$ cat src/rtl/dbg2w_pkg.sv
package dbg2w_pkg;

  typedef enum logic [1:0] {
    OP_XFER  = 2'd0,
    OP_ENTER = 2'd1,
    OP_EXIT  = 2'd2,
    OP_NONE  = 2'd3
  } dbg2w_op_e;

  typedef enum logic [2:0] {
    S_IDLE,
    S_ENTER,
    S_EXIT,
    S_TXLO,
    S_TXHI,
    S_RXLO,
    S_RXHI
  } dbg2w_state_e;

  localparam logic [2:0] ENTER_LAST_STEP = 3'd6;

  // debug clock level for each half-bit step of the entry sequence
  function automatic logic enter_clk(input logic [2:0] step);
    return (step == 3'd2) || (step == 3'd4);
  endfunction

  // reset level for each half-bit step of the entry sequence
  function automatic logic enter_rst_n(input logic [2:0] step);
    return (step == 3'd0) || (step == 3'd6);
  endfunction

  // serial bit index -> vector position (byte order ascending, MSB first)
  function automatic logic [15:0] bit_slot(input logic [15:0] idx);
    return {idx[15:3], ~idx[2:0]};
  endfunction

endpackage

$ cat src/rtl/dbg2w_halftimer.sv
module dbg2w_halftimer #(
  parameter int HALF_DIV = 4
) (
  input  logic clk,
  input  logic rst_n,
  input  logic run,
  input  logic restart,
  output logic half_end
);
  localparam int CW = (HALF_DIV < 2) ? 1 : $clog2(HALF_DIV);
  localparam logic [CW-1:0] LAST = CW'(HALF_DIV - 1);

  logic [CW-1:0] cnt;

  always_ff @(posedge clk or negedge rst_n) begin
    if (!rst_n)                 cnt <= '0;
    else if (restart || !run)   cnt <= '0;
    else if (half_end)          cnt <= '0;
    else                        cnt <= cnt + 1'b1;
  end

  assign half_end = run && (cnt == LAST);

  // the half-bit counter never leaves its range
  p_cnt_range_r7: assert property (@(posedge clk) disable iff (!rst_n)
    cnt <= LAST);

endmodule

$ cat src/rtl/dbg2w_bitbuf.sv
module dbg2w_bitbuf #(
  parameter int MAX_TX = 4,
  parameter int MAX_RX = 4,
  parameter int TXW    = 6,
  parameter int RXW    = 6
) (
  input  logic                  clk,
  input  logic                  rst_n,
  input  logic                  load,
  input  logic [MAX_TX*8-1:0]   tx_in,
  input  logic [TXW-1:0]        tx_idx,
  output logic                  tx_bit,
  input  logic                  cap_en,
  input  logic [RXW-1:0]        cap_idx,
  input  logic                  cap_bit,
  input  logic                  line_high,
  output logic [MAX_RX*8-1:0]   rx_out
);
  import dbg2w_pkg::*;

  localparam int TIW = $clog2(MAX_TX * 8);
  localparam int RIW = $clog2(MAX_RX * 8);

  logic [MAX_TX*8-1:0] tx_vec;
  logic [MAX_RX*8-1:0] rx_vec;
  logic [15:0]         tslot;
  logic [15:0]         rslot;

  assign tslot  = bit_slot(16'(tx_idx));
  assign rslot  = bit_slot(16'(cap_idx));
  assign tx_bit = tx_vec[tslot[TIW-1:0]];
  assign rx_out = rx_vec;

  always_ff @(posedge clk or negedge rst_n) begin
    if (!rst_n) begin
      tx_vec <= '0;
      rx_vec <= '0;
    end else if (load) begin
      tx_vec <= tx_in;
      rx_vec <= '0;
    end else if (cap_en) begin
      rx_vec[rslot[RIW-1:0]] <= cap_bit;
    end
  end

  // a response bit is taken only while the debug clock is high
  p_capture_high_r6: assert property (@(posedge clk) disable iff (!rst_n)
    cap_en |-> line_high);

  // loading and capturing never coincide
  p_load_cap_excl_r6: assert property (@(posedge clk) disable iff (!rst_n)
    !(load && cap_en));

endmodule

$ cat src/rtl/dbg2w_master.sv
module dbg2w_master #(
  parameter int HALF_DIV = 4,
  parameter int MAX_TX   = 4,
  parameter int MAX_RX   = 4
) (
  input  logic                         clk,
  input  logic                         rst_n,
  input  logic                         cmd_start,
  input  logic [1:0]                   cmd_op,
  input  logic [$clog2(MAX_TX+1)-1:0]  cmd_tx_cnt,
  input  logic [MAX_TX*8-1:0]          cmd_tx_data,
  input  logic [$clog2(MAX_RX+1)-1:0]  cmd_rx_cnt,
  output logic [MAX_RX*8-1:0]          rsp_data,
  output logic                         busy,
  output logic                         done,
  output logic                         dbg_clk,
  output logic                         dbg_rst_n,
  output logic                         dbg_dat_o,
  output logic                         dbg_dat_oe,
  input  logic                         dbg_dat_i
);
  import dbg2w_pkg::*;

  localparam int TCW = $clog2(MAX_TX + 1);
  localparam int RCW = $clog2(MAX_RX + 1);
  localparam int TXW = TCW + 3;
  localparam int RXW = RCW + 3;

  function automatic logic [TCW-1:0] clamp_tx(input logic [TCW-1:0] n);
    return (n > TCW'(MAX_TX)) ? TCW'(MAX_TX) : n;
  endfunction

  function automatic logic [RCW-1:0] clamp_rx(input logic [RCW-1:0] n);
    return (n > RCW'(MAX_RX)) ? RCW'(MAX_RX) : n;
  endfunction

  dbg2w_state_e   state;
  logic [2:0]     step;
  logic [TXW-1:0] tx_idx, tx_nbits, req_tx_bits;
  logic [RXW-1:0] rx_idx, rx_nbits, req_rx_bits;
  logic           clk_q, rst_q, dat_q, oe_q, done_q;

  // named internal events
  logic accept, half_end, load_buf, cap_en, next_tx_bit;
  logic tx_last, rx_last, in_rx;

  assign accept      = cmd_start && (state == S_IDLE) && (cmd_op != OP_NONE);
  assign load_buf    = accept && (cmd_op == OP_XFER);
  assign req_tx_bits = {clamp_tx(cmd_tx_cnt), 3'b000};
  assign req_rx_bits = {clamp_rx(cmd_rx_cnt), 3'b000};
  assign tx_last     = (tx_idx == tx_nbits - 1'b1);
  assign rx_last     = (rx_idx == rx_nbits - 1'b1);
  assign cap_en      = (state == S_RXHI) && half_end;
  assign in_rx       = (state == S_RXLO) || (state == S_RXHI);

  dbg2w_halftimer #(.HALF_DIV(HALF_DIV)) u_timer (
    .clk      (clk),
    .rst_n    (rst_n),
    .run      (busy),
    .restart  (accept),
    .half_end (half_end)
  );

  dbg2w_bitbuf #(.MAX_TX(MAX_TX), .MAX_RX(MAX_RX), .TXW(TXW), .RXW(RXW)) u_buf (
    .clk       (clk),
    .rst_n     (rst_n),
    .load      (load_buf),
    .tx_in     (cmd_tx_data),
    .tx_idx    (tx_idx + 1'b1),
    .tx_bit    (next_tx_bit),
    .cap_en    (cap_en),
    .cap_idx   (rx_idx),
    .cap_bit   (dbg_dat_i),
    .line_high (clk_q),
    .rx_out    (rsp_data)
  );

  always_ff @(posedge clk or negedge rst_n) begin
    if (!rst_n) begin
      state    <= S_IDLE;
      step     <= '0;
      tx_idx   <= '0;
      rx_idx   <= '0;
      tx_nbits <= '0;
      rx_nbits <= '0;
      clk_q    <= 1'b1;
      rst_q    <= 1'b1;
      dat_q    <= 1'b1;
      oe_q     <= 1'b1;
      done_q   <= 1'b0;
    end else begin
      done_q <= 1'b0;
      case (state)
        S_IDLE: begin
          if (accept) begin
            clk_q <= 1'b0;
            step  <= '0;
            case (cmd_op)
              OP_ENTER: begin
                dat_q <= 1'b1;
                oe_q  <= 1'b1;
                state <= S_ENTER;
              end
              OP_EXIT: begin
                rst_q <= 1'b0;
                state <= S_EXIT;
              end
              default: begin
                tx_idx   <= '0;
                rx_idx   <= '0;
                tx_nbits <= req_tx_bits;
                rx_nbits <= req_rx_bits;
                if (req_tx_bits != '0) begin
                  oe_q  <= 1'b1;
                  dat_q <= cmd_tx_data[7];
                  state <= S_TXLO;
                end else begin
                  oe_q <= 1'b0;
                  if (req_rx_bits != '0) state <= S_RXLO;
                  else                   done_q <= 1'b1;
                end
              end
            endcase
          end
        end
        S_ENTER: begin
          if (half_end) begin
            if (step == ENTER_LAST_STEP) begin
              done_q <= 1'b1;
              state  <= S_IDLE;
            end else begin
              step  <= step + 3'd1;
              clk_q <= enter_clk(step + 3'd1);
              rst_q <= enter_rst_n(step + 3'd1);
            end
          end
        end
        S_EXIT: begin
          if (half_end) begin
            if (step == 3'd1) begin
              rst_q  <= 1'b1;
              done_q <= 1'b1;
              state  <= S_IDLE;
            end else begin
              step <= 3'd1;
            end
          end
        end
        S_TXLO: begin
          if (half_end) begin
            clk_q <= 1'b1;
            state <= S_TXHI;
          end
        end
        S_TXHI: begin
          if (half_end) begin
            clk_q <= 1'b0;
            if (tx_last) begin
              oe_q <= 1'b0;
              if (rx_nbits != '0) state <= S_RXLO;
              else begin
                done_q <= 1'b1;
                state  <= S_IDLE;
              end
            end else begin
              tx_idx <= tx_idx + 1'b1;
              dat_q  <= next_tx_bit;
              state  <= S_TXLO;
            end
          end
        end
        S_RXLO: begin
          if (half_end) begin
            clk_q <= 1'b1;
            state <= S_RXHI;
          end
        end
        S_RXHI: begin
          if (half_end) begin
            clk_q <= 1'b0;
            if (rx_last) begin
              done_q <= 1'b1;
              state  <= S_IDLE;
            end else begin
              rx_idx <= rx_idx + 1'b1;
              state  <= S_RXLO;
            end
          end
        end
        default: state <= S_IDLE;
      endcase
    end
  end

  assign busy       = (state != S_IDLE);
  assign done       = done_q;
  assign dbg_clk    = clk_q;
  assign dbg_rst_n  = rst_q;
  assign dbg_dat_o  = dat_q;
  assign dbg_dat_oe = oe_q;

  // the end pulse only appears once the block is idle again
  p_done_idle_r9: assert property (@(posedge clk) disable iff (!rst_n)
    done |-> !busy);

  // the driven bit never moves during a high half
  p_dat_stable_high_r4: assert property (@(posedge clk) disable iff (!rst_n)
    (busy && dbg_dat_oe && $past(dbg_dat_oe) && dbg_clk && $past(dbg_clk))
      |-> $stable(dbg_dat_o));

  // the line is released for the whole response phase
  p_rx_released_r5: assert property (@(posedge clk) disable iff (!rst_n)
    in_rx |-> !dbg_dat_oe);

  // reset is always released with the debug clock low
  p_rst_release_low_r2: assert property (@(posedge clk) disable iff (!rst_n)
    $rose(dbg_rst_n) |-> !dbg_clk);

  // a request during the entry sequence does not divert it
  p_busy_ignore_r10: assert property (@(posedge clk) disable iff (!rst_n)
    (cmd_start && state == S_ENTER) |=> (state == S_ENTER || state == S_IDLE));

  // the unused code never starts anything from idle
  p_none_ignored_r10: assert property (@(posedge clk) disable iff (!rst_n)
    (state == S_IDLE && cmd_start && cmd_op == OP_NONE) |=> !busy);

endmodule

$ cat config.mk
export PLATFORM = sky130hd
export DESIGN_NAME = dbg2w_master
export DESIGN_NICKNAME = d
export VERILOG_FILES = /design/src/rtl/dbg2w_pkg.sv /design/src/rtl/dbg2w_halftimer.sv /design/src/rtl/dbg2w_bitbuf.sv /design/src/rtl/dbg2w_master.sv
export SDC_FILE = /design/constraint.sdc
export NUM_CORES = 1
export LEC_CHECK = 0
export ABC_AREA = 1
export BUFFER_PORTS_ARGS = -buffer_cell sky130_fd_sc_hd__buf_2
export CAP_MARGIN = 15
export CORE_ASPECT_RATIO = 1.4
export CORE_MARGIN = 2
export CORE_UTILIZATION = 57
export CTS_BUF_LIST = sky130_fd_sc_hd__clkbuf_4 sky130_fd_sc_hd__clkbuf_8 sky130_fd_sc_hd__clkbuf_16
export CTS_CLUSTER_DIAMETER = 80
export CTS_CLUSTER_SIZE = 24
export DETAILED_ROUTE_END_ITERATION = 8
export PLACE_DENSITY = 0.8
export SYNTH_ARGS = -nofsm -noshare
export SYNTH_HDL_FRONTEND = slang
export SYNTH_SLANG_ARGS = --single-unit
$ cat constraint.sdc
create_clock -name clk -period 2.1 [get_ports clk]
set_input_delay 0.21 -clock clk [delete_from_list [all_inputs] [get_ports clk]]
set_output_delay 0.21 -clock clk [all_outputs]
set_load 0.02 [all_outputs]
# Yosys cells after proc, flatten, opt, wreduce, memory -nomap -nowiden
# Index checks and enable logic that the tools add are counted.
op_classes:
  add_sub_neg: 6
  multipliers: 0
  n_div: 0
  order_cmp: 5
  n_eq_ne: 38
  shifts: 0
  mux: 80
  bitwise: 3
  n_reduce_logical: 34
op_table:
  columns: ["cell", "n"]
  rows:
  - ["$mux W32", 2]
  - ["$mux W3", 21]
  - ["$mux W6", 6]
  - ["$mux W1", 34]
  - ["$ne A2 B2 Y1 const B", 17]
  - ["$bwmux W32", 1]
  - ["$pmux W6 S2", 2]
  - ["$pmux W3 S7", 1]
  - ["$eq A3 B3 Y1 const B", 6]
  - ["$reduce_and A6 Y1", 3]
  - ["$reduce_bool A6 Y1", 3]
  - ["$reduce_and A5 Y1", 3]
  - ["$add A6 B1 Y6 const B", 2]
  - ["$eq A6 B6 Y1", 2]
  - ["$lt A5 B6 Y1 const B", 2]
  - ["$sub A6 B1 Y6 const B", 2]
  - ["$reduce_and A10 Y1", 1]
  - ["$eq A3 B2 Y1 const B", 3]
  - ["$pmux W3 S3", 1]
  - ["$pmux W1 S2", 4]
  - ["$reduce_and A7 Y1", 1]
  - ["$eq A3 B1 Y1 const B", 2]
  - ["$gt A3 B3 Y1 const B", 2]
  - ["$logic_and A1 B1 Y1", 6]
  - ["26 further kinds", 39]
word_totals:
  register_bits: 95
  latchBits: 0
  mem_bits_rw: 0
  rom_bits: 0
  input_bits: 44
  word_cells: 180
  n_memories: 0

# Logic depth before layout (Yosys ltp)
# Gate-level depths: netlist of run 1.
depth:
  ltp_word: 8
  depth_mapped: 14
  depth_no_buf: 14

# Cells and area by module
# From an unflattened synthesis of run 1, not the netlist that was laid out.
unflattened:
  hier_cells: 758
  hier_area_um2: 5440.2
modules_own_cells:
  columns: ["mod", "instances", "cells_each", "area_per_inst_um2", "seq_area_each_um2"]
  rows:
  - ["dbg2w_bitbuf", 1, 415, 3106.7, 1601.5]
  - ["dbg2w_master", 1, 330, 2233.4, 730.7]
  - ["dbg2w_halftimer", 1, 13, 100.1, 50.0]

# Worst setup path after synthesis of run 1
# Ideal clock, no wire load.
synth_path:
  path_type: "register to register"
  startpoint: "reg rx_nbits[3]"
  endpoint: "reg rx_idx[4]"
  arrival_time_ps: 1521
  required_time_ps: 1973
  path_slack_ps: 452
  stages_incl_launch_ff: 11
  n_path_buf: 0
  synth_period_minus_slack_ps: 1648
  cell_sequence: "dfrtp_1 -> inv_1 -> ha_1 -> ha_1 -> xnor2_1 -> nor2_1 -> nand3_1 -> nand4_2 -> inv_2 -> nand4_1 -> o21ai_0"
synth_via:
  elab_chain_len: 4
synth_lines:
  columns: ["item", "line", "text"]
  rows:
  - ["start: declaration", "dbg2w_master.sv:40", "logic [RXW-1:0] rx_idx, rx_nbits, req_rx_bits;"]
  - ["start signal: assignment", "dbg2w_master.sv:112", "rx_nbits <= req_rx_bits;"]
  - ["$sub A6 B1 Y6", "dbg2w_master.sv:52", "assign rx_last = (rx_idx == rx_nbits - 1'b1);"]
  - ["$eq A6 B6 Y1", "dbg2w_master.sv:52", null]
  - ["$ne A2 B2 Y1 (no source line)", null, null]
  - ["$reduce_and A5 Y1 (no source line)", null, null]
  - ["end signal: assignment", "dbg2w_master.sv:185", "rx_idx <= rx_idx + 1'b1;"]
  - ["end: declaration", "dbg2w_master.sv:40", null]
# No other way between the ends.
# A chain may end at the register's enable or synchronous reset.

# Worst setup path after layout of run 1
layout_path:
  startpoint: "reg tx_nbits[3]"
  endpoint: "reg tx_idx[3]"
layout_via:
  elab_chain_len: 4
layout_lines:
  columns: ["item", "line", "text"]
  rows:
  - ["start: declaration", "dbg2w_master.sv:39", "logic [TXW-1:0] tx_idx, tx_nbits, req_tx_bits;"]
  - ["start signal: assignment", "dbg2w_master.sv:111", "tx_nbits <= req_tx_bits;"]
  - ["$sub A6 B1 Y6", "dbg2w_master.sv:51", "assign tx_last = (tx_idx == tx_nbits - 1'b1);"]
  - ["$eq A6 B6 Y1", "dbg2w_master.sv:51", null]
  - ["$ne A2 B2 Y1 (no source line)", null, null]
  - ["$reduce_and A5 Y1 (no source line)", null, null]
  - ["end signal: assignment", "dbg2w_master.sv:166", "tx_idx <= tx_idx + 1'b1;"]
  - ["end: declaration", "dbg2w_master.sv:39", null]
# No other way between the ends.

==> impl_metrics.ini, run 1 <==
[status]
status = complete, no violations

[cts]
cts.clk_slew.worst_paths_ps = 70
htree_levels = 3
clk-insertion-delay-late_ps = 350
cts_tree = built
clock-sinks = 95
ctsResizeCount = 0
cts_buffer_depth = 2
clock-root-buffer = clkbuf_16
post_cts_buffers = 0
cts_buffers = 9

[sta]
post-route-period-util_pct = 86.5
fin_skew_ps = 8.67
max_freq_mhz = 551
finalHoldViolations = 0
slew-limit-headroom_pct = 65.1
finalCriticalPeriod_ps = 1820
tightest_slew_ps = 524
maxSlewViolCount = 0
setup-tns-final_ps = 0
rsz0062_at_grt = false
fin_hold_ws_ps = 63.5
setup_viol = 0

[yosys]
synth-edff-count = 0
ys_top_cells_by_area = dfrtp_1, nand2_1, o21ai_0
synth_seq_area_share_pct = 46.5
synth_seq_cells = 95
yosys.area.top_type = dfrtp_1
ys.flop_type = dfrtp_1
synth_nets = 704
async_flop_share_pct = 100
syn_area_per_cell_um2 = 7.96
netlist_area_um2 = 5120
ys_types = 41
postSynthCellCount = 643
yosysTopAreaCellShare_pct = 44.5
yosysWarnings = 0

[routing]
dr.pass1.iters = 4
wl_mm = 12.1
route.detailed.drc = 0
vias_per_cell = 5.53
num_vias = 4619
wire_per_inst_um = 14.5
drtIter0Drc = 238
ant_nets = 0

[critical_path]
slowest_delay_ps = 370
crit_slowest_cell = dfrtp_1
worstPathArrival_ps = 2030
start_kind = register
worstRegToRegCells = 10
critPathBufInv = 1
crit_path_frequent_cell = nand2_1
crit_family = simple AND/OR/NAND/NOR gates
r2r_slack_ps = 280
cp-end-kind = register
rr_startpoint = tx_nbits[3]
crit_chain = inv_1, ha_1, xnor2_1, nor2_1, nand2_1, nand2_1, nand2_1, nand2_1, nor2_1, o22ai_1
rr_endpoint = tx_idx[3]
worstPathMaxFanout = 4
criticalPathCategory = register to register
critPathRequiredTime_ps = 2320

[die]
dieWidth_um = 84.1
start_util_pct = 59.1
die_area_um2 = 9770
die_h_um = 116
row_count = 40
num_io_pins = 82
core_um2 = 8660

[layout]
final_area_um2 = 5960
stdcell_count = 835
diodes = 0
layout-drive-gt1-share_pct = 17.7
fin_util_pct = 68.8
layout.nets = 786
area_growth_pct = 16.3
final_cell_mix = nand2_1, dfrtp_1, inv_1, buf_2, o21ai_0
layout_commonest_cell = nand2_1

[placed_design]
portBuffers = 81
hpwl_mm = 9.01
placedCellCount = 818
place.gp.congestion = 0.900
placed_area_um2 = 5640

[global_routing]
grt_pass1_wl_mm = 20.6
antenna_found_initial = 0
grt_use_total_pct = 26.2
grt_max_degree = 70
grt-ovfl-total = 0
grt_pass1_vias = 4454

[power]
powerDensity_nw_per_um2 = 1260
vdd_drop_max_mv = 0.699
leakage_nw = 3.08

[min_path]
hp-class = input port to register
min_path_cells = 3
min_to = u_buf.tx_vec[2]
hp-start = cmd_tx_data[2]

[job]
max_cap_viol_count = 0
-- logic make-up after synthesis --
logic type	count (synthesis)	share of synthesized area (%)
compound gates	142	15.8
xor+xnor	9	1.54
fa+ha+maj	17	4.15
buf+inv	107	8.46
flops	95	46.5
simple gates	273	23.6
-- metrics by stage --
stage / power, W / setup slack, ps
5_1_grt: 0.00811 / 46.2
3_5_place_dp: 0.00585 / 304
3_3_place_gp: 0.00575 / 328
4_1_cts: 0.00756 / 277
2_1_floorplan: 0.00500 / 452
6_report: 0.00751 / 284
-- area by class of cell --
cell class / count / area, µm²
fillers: 726 / 2700
flip-flops and latches: 95 / 2380
multi-input cells: 441 / 2300
repair buffers: 89 / 495
inverters: 89 / 334
clock buffers: 10 / 233
well taps: 105 / 131
clock inverters: 6 / 75.1
-- repair_timing --
action,4_1_cts,5_1_grt
hold endpoints to repair,38,0
setup endpoints to repair,0,0
hold buffers,1,0
-- worst max-delay path by stage --
| stage | cells after the start | endpoint | slack, ps | startpoint |
|---|---|---|---|---|
| 3_5_place_dp | 7 | u_buf.rx_out[30] | 300 | u_timer.cnt[0] |
| 5_1_grt | 13 | tx_idx[3] | 50 | tx_nbits[3] |
| 2_1_floorplan | 10 | rx_idx[4] | 450 | rx_nbits[3] |
| 6_report | 10 | tx_idx[3] | 280 | tx_nbits[3] |
| 4_1_cts | 13 | tx_idx[3] | 280 | tx_nbits[3] |
| 3_3_place_gp | 9 | tx_idx[1] | 330 | tx_nbits[3] |
-- sequential cells by signal, summed over array words and instances (netlist names), 2 cells and up --
| signal | count |
|---|---|
| tx_idx | 6 |
| rx_idx | 6 |
| u_buf.rx_out | 32 |
| u_buf.tx_vec | 32 |
| rx_nbits | 3 |
| step | 3 |
| state | 3 |
| u_timer.cnt | 2 |
| tx_nbits | 3 |
-- where the power goes --
part	switching [W]	internal (W)
Sequential	0.000312	0.00243
Clock	0.000741	0.000956
Combinational	0.00199	0.00108
Total	0.00304	0.00447
-- synthesized netlist by cell type, drive strengths merged (4+ instances only) --
| master | count |
|---|---|
| a22o | 4 |
| xor2 | 5 |
| nand4 | 6 |
| xnor2 | 4 |
| clkbuf | 7 |
| inv | 88 |
| buf | 11 |
| dfstp | 4 |
| a21oi | 42 |
| o31ai | 4 |
| a311oi | 10 |
| dfrtp | 91 |
| nand2 | 141 |
| ha | 17 |
| nor2 | 66 |
| nand3 | 47 |
| nor3 | 10 |
| o21ai | 74 |
-- worst min-delay path, stage by stage --
cell	delay, ps
buf_2	70
nand2_1	50
nand2_1	50
-- per-layer routing --
layer / wire, µm / GRT usage [%] / vias up
li1: - / - / 2274
met1: 4850 / 32.1 / 2164
met2: 6260 / 46.3 / 149
met3: 598 / 4.03 / 32
met4: 367 / 11.2 / 0
met5: 0 / 0 / -
No activity file was read; power rests on OpenSTA's default activity.
==> inputs of run 2 (changes only) <==
==> constraint.sdc (replaced) <==
create_clock -name clk -period 2 [get_ports clk]
set_input_delay 0.2 -clock clk [delete_from_list [all_inputs] [get_ports clk]]
set_output_delay 0.2 -clock clk [all_outputs]
set_load 0.02 [all_outputs]
==> run 2 against run 1 <==
  * Combinational power up 7.8%
  * Largest cell class unchanged
  * Critical path type unchanged
  * Core utilization is 0.23 points higher
  * Global-route usage grew 0.48 points
  * Sequential share of layout area decreased by 0.13 points
  * Sequential power increased by 5%
  * Critical path depth unchanged
  * Die area stayed put
  * Sequential cell count unchanged
  * Clock skew about the same
  * Clock-buffer cell count grew 1
  * Worst setup slack lost 110 ps
  * Final cell count rose by 0.24%
  * Largest power group unchanged
==> impl_metrics.ini, run 2 (synthesis results as in run 1) <==
[status]
status = complete, no violations

[routing]
route.detailed.drc = 0
wl_mm = 12.4
dr.pass1.iters = 4
num_vias = 4643
ant_nets = 0
drtIter0Drc = 255
vias_per_cell = 5.55
wire_per_inst_um = 14.8

[power]
vdd_drop_max_mv = 0.934
pwr-share-clk_pct = 21.2
intPower_w = 0.00464
leakage_nw = 3.08
power.share.combinational_pct = 42.1
p_switching_w = 0.00324
powerDensity_nw_per_um2 = 1320
p_sw_share_pct = 41.1
finalPower_w = 0.00788
power_frac_seq_pct = 36.7

[critical_path]
worstRegToRegCells = 10
start_kind = register
r2r_slack_ps = 180
crit_path_start = rx_nbits[3]
worstPathArrival_ps = 2040
criticalPathCategory = register to register
critPathRequiredTime_ps = 2210
rr_startpoint = rx_nbits[3]
worstPathMaxFanout = 7
cp-end-kind = register

[placed_design]
portBuffers = 81
hpwl_mm = 9.10
placed_area_um2 = 5650
place.gp.congestion = 0.921
place_ws_ps = 186

[die]
core_um2 = 8660
start_util_pct = 59.1
num_io_pins = 82
row_count = 40
dieWidth_um = 84.1
die_h_um = 116
die_area_um2 = 9770

[min_path]
hp-start = cmd_tx_data[2]
min_path_cells = 3
hp-class = input port to register

[global_routing]
grt_pass1_wl_mm = 21.1
antenna_found_initial = 0
grt_use_total_pct = 26.7
grt-ovfl-total = 0
grt_pass1_vias = 4749
grt_max_degree = 70

[sta]
rsz0062_at_grt = false
max_freq_mhz = 548
setup_ws_ps = 175
fin_skew_ps = 8.97
setup-tns-final_ps = 0
setup_viol = 0
finalHoldViolations = 0
maxSlewViolCount = 0
post-route-period-util_pct = 91.2
slew-limit-headroom_pct = 64.6
fin_hold_ws_ps = 47.0
finalCriticalPeriod_ps = 1820
tightest_slew_ps = 529

[cts]
cts_buffers = 9
cts.clk_slew.worst_paths_ps = 70
clock-root-buffer = clkbuf_16
htree_levels = 3
cts_buffer_depth = 2
clock-sinks = 95
post_cts_buffers = 0
cts_tree = built
clk-insertion-delay-late_ps = 350

[layout]
layout.nets = 788
multi_input_area_um2 = 2330
layout_commonest_cell = nand2_1
diodes = 0
final_area_um2 = 5980
regArea_um2 = 2380
area_growth_pct = 16.7
fill_cells = 725
layout-drive-gt1-share_pct = 18.4
final_cell_mix = nand2_1, dfrtp_1, inv_1, buf_2, o21ai_0

[job]
max_cap_viol_count = 0
==> run 2: worst paths after layout <==
path | end
setup / recovery | rx_idx[4]
hold / removal | u_buf.tx_vec[2]
setup reg to reg | rx_idx[4]
hold reg to reg | u_timer.cnt[0]
max in group asynchronous | dbg_rst_n
min in group asynchronous | u_buf.tx_vec[23]
==> run 2: metal layers <==
layer / global-route usage [%] / vias to the layer above / part of all wire (%) / wire length, µm
li1: - / 2285 / - / -
met1: 31.6 / 2212 / 41 / 5120
met2: 47.6 / 113 / 52 / 6430
met3: 3.39 / 33 / 3.4 / 418
met4: 14.1 / 0 / 3.2 / 395
met5: 0 / - / 0 / 0
==> run 2: per-stage QoR <==
stage,cells,utilization (%)
after global routing,837,69.0
after floorplan,643,-
after CTS,837,68.7
after global placement,820,65.3
final,837,69.0
after detailed placement,820,65.3
==> run 2: cell type report <==
class,instances,area share [%]
inverters,89,5.63
clock buffers,11,4.12
multi-input cells,441,39.0
flip-flops and latches,95,39.9
clock inverters,5,0.670
well taps,105,2.20
repair buffers,91,8.54
==> run 2: repair_timing <==
item	CTS	global route
gates resized for setup	0	6
hold endpoints to repair	38	0
setup endpoints to repair	0	10
hold buffers	1	0
==> run 2: critical path: stages, from the launching register on <==
cell and delay (ps):
dfrtp_1 380, inv_1 60, ha_1 190, ha_1 280, xnor2_1 120, nor2_1 120
nand3_1 150, nand4_4 150, inv_4 60, nand4_1 60, o21ai_0 100
==> run 2: power groups by stage <==
stage	logic, W	clock network [W]	registers [W]
finish	0.00332	0.00167	0.00289
floorplan	0.00227	0	0.00297
CTS	0.00328	0.00168	0.00289
detailed placement	0.00326	0	0.00292
global route	0.00378	0.00175	0.00295
global placement	0.00318	0	0.00289
==> inputs of run 3 (changes only) <==
==> constraint.sdc (replaced) <==
create_clock -name clk -period 1.8 [get_ports clk]
set_input_delay 0.18 -clock clk [delete_from_list [all_inputs] [get_ports clk]]
set_output_delay 0.18 -clock clk [all_outputs]
set_load 0.02 [all_outputs]
==> run 3 against run 2 <==
  * Clock skew hardly changed
  * Via count is 2.2% higher
  * Total power is 19% higher
  * Sequential power is 11% higher
  * Clock power is 12% higher
  * Hold slack worse by 6.2 ps
  * Largest cell class is now multi-input gates
==> impl_metrics.ini, run 3 (synthesis results as in run 1) <==
[status]
status = complete, no violations

[sta]
fin_skew_ps = 9.42
finalCriticalPeriod_ps = 1770
post-route-period-util_pct = 98.3
max_freq_mhz = 565
fin_hold_ws_ps = 40.7
slew-limit-headroom_pct = 67.0
finalHoldViolations = 0
setup_viol = 0
tightest_slew_ps = 496
setup_ws_ps = 31.3
maxSlewViolCount = 0

[routing]
ant_nets = 0
drtIter0Drc = 257
vias_per_cell = 5.54
wl_mm = 13.0
wire_per_inst_um = 15.2
num_vias = 4746
dr.pass1.iters = 5
route.detailed.drc = 0

[power]
powerDensity_nw_per_um2 = 1490
vdd_drop_max_mv = 0.908
leakage_nw = 3.20

[placed_design]
place_ws_ps = 7.20
portBuffers = 81
place.gp.congestion = 0.889
hpwl_mm = 9.14

[cts]
htree_levels = 3
cts_buffer_depth = 2
cts.clk_slew.worst_paths_ps = 70
cts_tree = built
clk-insertion-delay-late_ps = 350
clock-root-buffer = clkbuf_16
cts_buffers = 9
clock-sinks = 95

[global_routing]
grt-ovfl-total = 0
grt_pass1_wl_mm = 20.5
grt_use_total_pct = 26.3
grt_max_degree = 40
grt_pass1_vias = 4573
antenna_found_initial = 0

[critical_path]
critPathBufInv = 4
worstPathMaxFanout = 8
crit_slowest_cell = dfrtp_2
critPathRequiredTime_ps = 2020
start_kind = register
crit_chain = buf_4, nand3_2, buf_4, inv_2, a21oi_2, nand4_4, buf_4, nand2_1, o31ai_1
crit_family = buffers and inverters
worstPathArrival_ps = 1990
crit_path_frequent_cell = buf_4
criticalPathCategory = register to register
cp-end-kind = register
slowest_delay_ps = 450

[job]
max_cap_viol_count = 0

[layout]
layout.nets = 809
area_growth_pct = 22.6
diodes = 0
layout-drive-gt1-share_pct = 24.6
fin_util_pct = 72.5
layout_commonest_cell = nand2_1
final_cell_mix = nand2_1, dfrtp_1, inv_1, buf_2, o21ai_0

[die]
core_um2 = 8660
start_util_pct = 59.1
dieWidth_um = 84.1
die_area_um2 = 9770
row_count = 40
num_io_pins = 82
die_h_um = 116

[min_path]
hp-class = input port to register
[run 3: cell types whose count changed in the layout (fill, tap and decap cells not counted), sizes merged]
cell / before / now
inv: 90 / 89
clkbuf: 11 / 12
clkinvlp: 2 / 3
clkinv: 2 / 1
buf: 90 / 110
[run 3: power breakdown]
group	switching [W]	internal [W]
clock network	0.000818	0.00105
logic	0.00263	0.00167
registers	0.000361	0.00284
[run 3: layout make-up]
class | count | area (µm²)
Tap cell | 105 | 131
Fill cell | 690 | 2380
Inverter | 89 | 340
Sequential cell | 95 | 2390
Timing Repair inverter | 1 | 7.51
Clock inverter | 3 | 25.0
Clock buffer | 12 | 267
Multi-Input combinational cell | 441 | 2450
Timing Repair Buffer | 111 | 673
[run 3: per-layer routing]
layer	global-route usage [%]	share of wire, %
met2	47.2	53
met5	0	0
met1	31.2	40
met4	10.6	2.8
met3	4.95	4.5
[run 3: timing repair]
item                       CTS  global route
setup buffers                0            11
gates cloned                 0             1
hold buffers                 1             0
hold endpoints to repair    28             0
pin swaps                    0             7
setup endpoints to repair    1            40
resized for setup            2            41
[run 3: worst min-delay path, stage by stage]
cell and delay [ps]:
buf_2 70, nand2_1 40, o21ai_0 50
[run 3: per-stage QoR]
step | instances | area, µm² | power, W | setup TNS (ps)
2_1_floorplan | 643 | 5120 | 0.00583 | 0
3_3_place_gp | 829 | 5730 | 0.00675 | 0
3_5_place_dp | 829 | 5730 | 0.00688 | 0
4_1_cts | 845 | 6050 | 0.00880 | 0
5_1_grt | 857 | 6280 | 0.0100 | -271
6_report | 857 | 6280 | 0.00936 | 0
[run 3: path summary, 6_finish.rpt]
| check | startpoint | endpoint | slack, ps | cells past startpoint |
|---|---|---|---|---|
| min reg2reg | u_timer.cnt[0] | u_timer.cnt[0] | 440 | 1 |
| min in group asynchronous | rst_n | u_buf.tx_vec[21] | 340 | 2 |
| min | cmd_tx_data[25] | u_buf.tx_vec[25] | 40 | 3 |
| max | state[2] | rx_idx[3] | 30 | 9 |
| max in group asynchronous | rst_n | rx_idx[3] | 870 | 3 |
| max reg2reg | state[2] | rx_idx[3] | 30 | 9 |
